### src/rtl/sckDivPkg.sv
package sckDivPkg;
  // Commands from the control sequencer to the counter datapath
  typedef struct packed {
    logic loadCfg;  // capture configuration and polarity
    logic cntClr;   // return the half-period counter to zero
    logic cntInc;   // advance the half-period counter
  } divCmd_t;
endpackage

### src/rtl/sckDivPath.sv
module sckDivPath
  import sckDivPkg::*;
#(
  parameter int CFG_W     = 16,
  parameter int PRE_LSB   = 8,
  parameter int PRE_W     = 5,
  parameter int CODE_LSB  = 0,
  parameter int CODE_W    = 3,
  parameter int MAX_SHIFT = 5
) (
  input  logic             clk,
  input  logic             rstN,
  input  divCmd_t          cmd,
  input  logic [CFG_W-1:0] cfgWord,
  input  logic             idlePolarity,
  output logic             atTerm,
  output logic             idleLvl
);
  localparam int CNT_W = PRE_W + MAX_SHIFT;
  localparam int SH_W  = $clog2(MAX_SHIFT + 2);
  localparam logic [CFG_W-1:0] FIELD_MASK =
    CFG_W'(((1 << PRE_W) - 1) << PRE_LSB) | CFG_W'(((1 << CODE_W) - 1) << CODE_LSB);

  logic [PRE_W-1:0]  preQ;
  logic [CODE_W-1:0] codeQ;
  logic [CNT_W-1:0]  cnt;
  logic [CNT_W-1:0]  lowMask;
  logic [SH_W-1:0]   shiftAmt;
  logic [CNT_W-1:0]  termVal;
  logic              unusedCfgBits;

  assign unusedCfgBits = ^(cfgWord & ~FIELD_MASK);

  // Frozen copy of the fields and the idle level
  always_ff @(posedge clk) begin
    if (!rstN) begin
      preQ    <= '0;
      codeQ   <= '0;
      idleLvl <= 1'b0;
    end else if (cmd.loadCfg) begin
      preQ    <= cfgWord[PRE_LSB +: PRE_W];
      codeQ   <= cfgWord[CODE_LSB +: CODE_W];
      idleLvl <= idlePolarity;
    end
  end

  // Codes below MAX_SHIFT select a 2^(code+1) stage; every other code bypasses it
  always_comb begin
    lowMask  = '0;
    shiftAmt = '0;
    for (int i = 0; i < MAX_SHIFT; i++) begin
      if (codeQ == CODE_W'(i)) begin
        lowMask  = CNT_W'((1 << (i + 1)) - 1);
        shiftAmt = SH_W'(i + 1);
      end
    end
  end

  // (pre+1)*2^s - 1 == (pre << s) | (2^s - 1)
  assign termVal = (CNT_W'(preQ) << shiftAmt) | lowMask;
  assign atTerm  = (cnt == termVal);

  always_ff @(posedge clk) begin
    if (!rstN || cmd.cntClr) cnt <= '0;
    else if (cmd.cntInc)     cnt <= cnt + CNT_W'(1);
  end
endmodule

### src/rtl/sckDivCtrl.sv
module sckDivCtrl
  import sckDivPkg::*;
(
  input  logic    clk,
  input  logic    rstN,
  input  logic    sckEnable,
  input  logic    atTerm,
  output divCmd_t cmd,
  output logic    running,
  output logic    sckPhase,
  output logic    edgeStb
);
  logic stopNow;
  logic tick;

  // Stop only from the idle phase; an active half-period always completes
  assign stopNow = running && !sckEnable && !sckPhase;
  assign tick    = running && !stopNow && atTerm;

  always_comb begin
    cmd.loadCfg = !running;
    cmd.cntClr  = !running || tick || stopNow;
    cmd.cntInc  = !cmd.cntClr;
  end

  always_ff @(posedge clk) begin
    if (!rstN) begin
      running  <= 1'b0;
      sckPhase <= 1'b0;
      edgeStb  <= 1'b0;
    end else begin
      running  <= running ? !stopNow : sckEnable;
      sckPhase <= sckPhase ^ tick;
      edgeStb  <= tick;
    end
  end
endmodule

### src/rtl/sckDivTop.sv
module sckDivTop
  import sckDivPkg::*;
#(
  parameter int CFG_W     = 16,
  parameter int PRE_LSB   = 8,
  parameter int PRE_W     = 5,
  parameter int CODE_LSB  = 0,
  parameter int CODE_W    = 3,
  parameter int MAX_SHIFT = 5
) (
  input  logic             clk,
  input  logic             rstN,
  input  logic             sckEnable,
  input  logic             idlePolarity,
  input  logic [CFG_W-1:0] cfgWord,
  output logic             sckOut,
  output logic             edgeStb
);
  divCmd_t cmd;
  logic    atTerm;
  logic    idleLvl;
  logic    running;
  logic    sckPhase;

  sckDivCtrl ctrlI (
    .clk       (clk),
    .rstN      (rstN),
    .sckEnable (sckEnable),
    .atTerm    (atTerm),
    .cmd       (cmd),
    .running   (running),
    .sckPhase  (sckPhase),
    .edgeStb   (edgeStb)
  );

  sckDivPath #(
    .CFG_W     (CFG_W),
    .PRE_LSB   (PRE_LSB),
    .PRE_W     (PRE_W),
    .CODE_LSB  (CODE_LSB),
    .CODE_W    (CODE_W),
    .MAX_SHIFT (MAX_SHIFT)
  ) pathI (
    .clk          (clk),
    .rstN         (rstN),
    .cmd          (cmd),
    .cfgWord      (cfgWord),
    .idlePolarity (idlePolarity),
    .atTerm       (atTerm),
    .idleLvl      (idleLvl)
  );

  assign sckOut = sckPhase ^ idleLvl;
endmodule

### config.mk
export PLATFORM = sky130hd
export DESIGN_NAME = sckDivTop
export DESIGN_NICKNAME = d
export VERILOG_FILES = /design/src/rtl/sckDivPkg.sv /design/src/rtl/sckDivPath.sv /design/src/rtl/sckDivCtrl.sv /design/src/rtl/sckDivTop.sv
export SDC_FILE = /design/constraint.sdc
export NUM_CORES = 1
export LEC_CHECK = 0
export CAP_MARGIN = 20
export CORE_ASPECT_RATIO = 1.4
export CORE_MARGIN = 5
export CORE_UTILIZATION = 53
export CTS_BUF_LIST = sky130_fd_sc_hd__clkbuf_16
export CTS_CLUSTER_SIZE = 20
export DETAILED_ROUTE_END_ITERATION = 10
export PLACE_DENSITY = 0.83
export SLEW_MARGIN = 25
export SYNTH_ARGS = -nofsm -noshare
export SYNTH_HDL_FRONTEND = slang
export SYNTH_SLANG_ARGS = --single-unit
### constraint.sdc
create_clock -name clk -period 2.4 [get_ports clk]
set_clock_uncertainty 0.05 [all_clocks]
set_input_delay 0.36 -clock clk [delete_from_list [all_inputs] [get_ports clk]]
set_output_delay 0.36 -clock clk [all_outputs]
set_load 0.02 [all_outputs]
==> results.sh <==
export IMPL_synth_top_family_by_area="simple AND/OR/NAND/NOR gates"
export IMPL_ir_drop_v=0.000465
export IMPL_grt_pass1_vias=1189
export IMPL_placed_cell_area_sq_um=1620
export IMPL_crit_path_start_kind="register"
export IMPL_ctsResizeCount=0
export IMPL_grt_first_pass_wirelength_microns=5460
export IMPL_powerDensity_nw_per_um2=524
export IMPL_synth_top_area_cell="dfxtp_1"
export IMPL_synth_top_area_share_pct=30.1
export IMPL_fin_nets=190
export IMPL_port_buffer_count=13
export IMPL_switchingPower_w=0.000214
export IMPL_synth_edf_count=0
export IMPL_seqPwrFrac_pct=44.7
export IMPL_rsz0062_at_grt="false"
export IMPL_switching_share_pct=24.1
export IMPL_placedCellCount=200
export IMPL_avgSynthCellArea_sq_um=9.44
export IMPL_critPathKind="register to register"
export IMPL_fin_area_sq_um=1700
export IMPL_status="completed"
export IMPL_critPathCaptureType="register"
export IMPL_worst_r2r_setup_slack_ns=0.19
export IMPL_whs_path_depth=2
export IMPL_grt_remaining_overflow=0
export IMPL_period_share_pct=92.3
export IMPL_finalMaxSlewViolations=0
export IMPL_synth_area_sq_um=1460
export IMPL_period_needed_ns=2.21
export IMPL_hpwl_microns=2330
export IMPL_wl_per_cell_microns=15.6
export IMPL_globalplace_congestion=0.805
export IMPL_final_instance_count_excl_fill=204
export IMPL_yosysSeqAreaShare_pct=30.1
export IMPL_synth_distinct_cells=49
export IMPL_ys_seq_elements=22
export IMPL_grt_max_degree=15
export IMPL_cp_data_required_time_ns=2.53
export IMPL_clk_latency_ns=0.25
export IMPL_root_buffer="clkbuf_16"
export IMPL_netlist_top_cells_area="dfxtp_1 (30%), mux2i_1 (9.6%), nor3_2 (7.5%)"
export IMPL_cts_tree="done"
export IMPL_critPathArrivalTime_ns=2.35
export IMPL_cts_inserted_buffers=3
export IMPL_hold_buffers=0
export IMPL_cp_max_fo=11
export IMPL_io_pins=22
export IMPL_area_growth_pct=16.1
export IMPL_worst_pin_slew_ns=0.569
export IMPL_die_x_microns=54.4
export IMPL_dp_slack_ns=0.137
export IMPL_start_util_pct=55.4
export IMPL_synthMuxAreaShare_pct=10.6
export IMPL_antennaDiodeCount=0
export IMPL_die_h_microns=72.2
export IMPL_syn_inst=155
export IMPL_wl_microns=3180
export IMPL_hold_viol=0
export IMPL_synth_xor_area_share_pct=8.98
export IMPL_synthFlopType="dfxtp_1"
export IMPL_r2r_cells=7
export IMPL_syn_num_nets=176
export IMPL_first_pass_iters=4
export IMPL_core_region_area_sq_um=2640
export IMPL_synthAdderAreaFrac_pct=0.855
export IMPL_clock_sinks=22
export IMPL_pwr_share_clk_pct=38.8
export IMPL_htreeDepth=1
export IMPL_antenna_found_initial=0
export IMPL_drive_above_1_share_pct=17.3
export IMPL_comb_power_share_pct=16.5
export IMPL_power_leakage_nw=0.599
export IMPL_via_count=1197
export IMPL_yosys_area_share_simple_pct=33.5
export IMPL_clk_pin_slew_ns=0.06
export IMPL_post_cts_buffers=0
export IMPL_setup_viol=0
export IMPL_drt_iter0_markers=36
export IMPL_fmax_mhz=452
export IMPL_slew_headroom_pct=62.0
export IMPL_grt_util_all_layers_pct=18.3
export IMPL_finalSetupTns_ns=0
export IMPL_ant_nets=0
export IMPL_fin_ws_ns=0.185
export IMPL_cts_buffer_depth=2
export IMPL_post_route_drc_count=0
export IMPL_drv_cap=0
export IMPL_synth_async_reset_ratio_pct=0
export IMPL_whs_ns=0.473
export IMPL_hold_path_class="register to register"
export IMPL_die_area_sq_um=3930
export IMPL_p_int_w=0.000676
export IMPL_via_per_inst=5.87
export IMPL_synth_compound_area_share_pct=10.4
export IMPL_ys_warn_count=0
export IMPL_num_rows=22
## path summary, 6_finish.rpt
path | startpoint | endpoint
worst min register to register | ctrlI.sckPhase | ctrlI.sckPhase
worst min-delay path | ctrlI.sckPhase | ctrlI.sckPhase
worst max-delay path | pathI.preQ[1] | ctrlI.edgeStb
worst max register to register | pathI.preQ[1] | ctrlI.edgeStb
## placed cells by master (no fill, tap or decap), types with 3 or more instances in the layout
cell / netlist / routed
dfxtp_1: 22 / 21
mux2i_1: 14 / 14
clkdlybuf4s50_1: 0 / 13
nor2b_1: 12 / 12
nor3_2: 11 / 11
xor2_1: 10 / 10
nand3_1: 7 / 7
nand2_1: 7 / 7
buf_4: 1 / 7
xnor2_1: 5 / 5
nor2_1: 4 / 4
a21oi_1: 3 / 3
o21ai_0: 3 / 3
nor3_1: 3 / 3
clkbuf_16: 0 / 3
## cell usage after synthesis (2+ instances only)
| cell | instances |
|---|---|
| o21bai_1 | 2 |
| nand3_1 | 7 |
| nor4_2 | 2 |
| clkbuf_1 | 2 |
| mux2i_1 | 14 |
| nor3_1 | 3 |
| and3_1 | 2 |
| buf_6 | 3 |
| nor4bb_1 | 2 |
| nand2_1 | 7 |
| or4bb_1 | 2 |
| a21oi_1 | 3 |
| o211ai_1 | 2 |
| o21ai_0 | 3 |
| nand4_1 | 2 |
| xor2_1 | 10 |
| dfxtp_1 | 22 |
| nor3_2 | 11 |
| buf_2 | 3 |
| inv_1 | 2 |
| nor4_1 | 2 |
| nand4b_1 | 2 |
| nor2b_1 | 12 |
| nor2_1 | 4 |
| nand2b_1 | 2 |
| and2_1 | 2 |
| xnor2_1 | 5 |
## worst max-delay path: stages (launching register included)
cell,delay [ns]
dfxtp_1,0.52
or4bb_1,0.45
o211ai_1,0.17
xnor2_1,0.16
nand4_1,0.15
nor4_2,0.24
buf_4,0.26
nor2b_1,0.14
## per-stage QoR
step                      util, %  power [W]
after floorplan                 -   0.000506
after global routing         64.3   0.000936
after CTS                    64.2   0.000891
after global placement       61.2   0.000541
after detailed placement     61.2   0.000550
final                        64.3   0.000890
## sequential cells by signal, indices dropped and copies added, names as in the netlist
| register | count |
|---|---|
| pathI.cnt | 10 |
| pathI.idleLvl | 1 |
| ctrlI.running | 1 |
| pathI.preQ | 5 |
| pathI.codeQ | 3 |
| ctrlI.edgeStb | 1 |
| ctrlI.sckPhase | 1 |
## cell type report
| cell class | instances | area (sq um) |
|---|---|---|
| Clock buffer | 3 | 75.1 |
| Clock inverter | 1 | 3.75 |
| Fill cell | 204 | 945 |
| Inverter | 2 | 7.51 |
| Multi-Input combinational cell | 120 | 942 |
| Sequential cell | 22 | 442 |
| Tap cell | 36 | 45.0 |
| Timing Repair Buffer | 20 | 183 |
## kinds of logic after synthesis
kind of cell               Yosys count
xor gates and xnor gates            15
adders and majority gates            1
muxes                               15
AOI/OAI and AO/OA                   20
and+or+nand+nor                     69
buffers and inverters               13
DFF                                 22
## power groups by stage
stage / clock [W] / combinational [W] / sequential (W)
after floorplan: 0 / 0.000112 / 0.000394
after global placement: 0 / 0.000138 / 0.000403
after detailed placement: 0 / 0.000146 / 0.000404
after CTS: 0.000348 / 0.000146 / 0.000396
after global routing: 0.000376 / 0.000161 / 0.000399
final: 0.000345 / 0.000147 / 0.000397
## per-layer routing
metal | GRT usage (%) | wire length [microns] | up-vias
met5 | 0 | 0 | -
met4 | 7.20 | 85 | 0
met3 | 2.67 | 125 | 8
met2 | 30.2 | 1620 | 31
met1 | 23.4 | 1350 | 566
li1 | - | - | 592
Note: power is estimated with default switching activity, not from simulation.
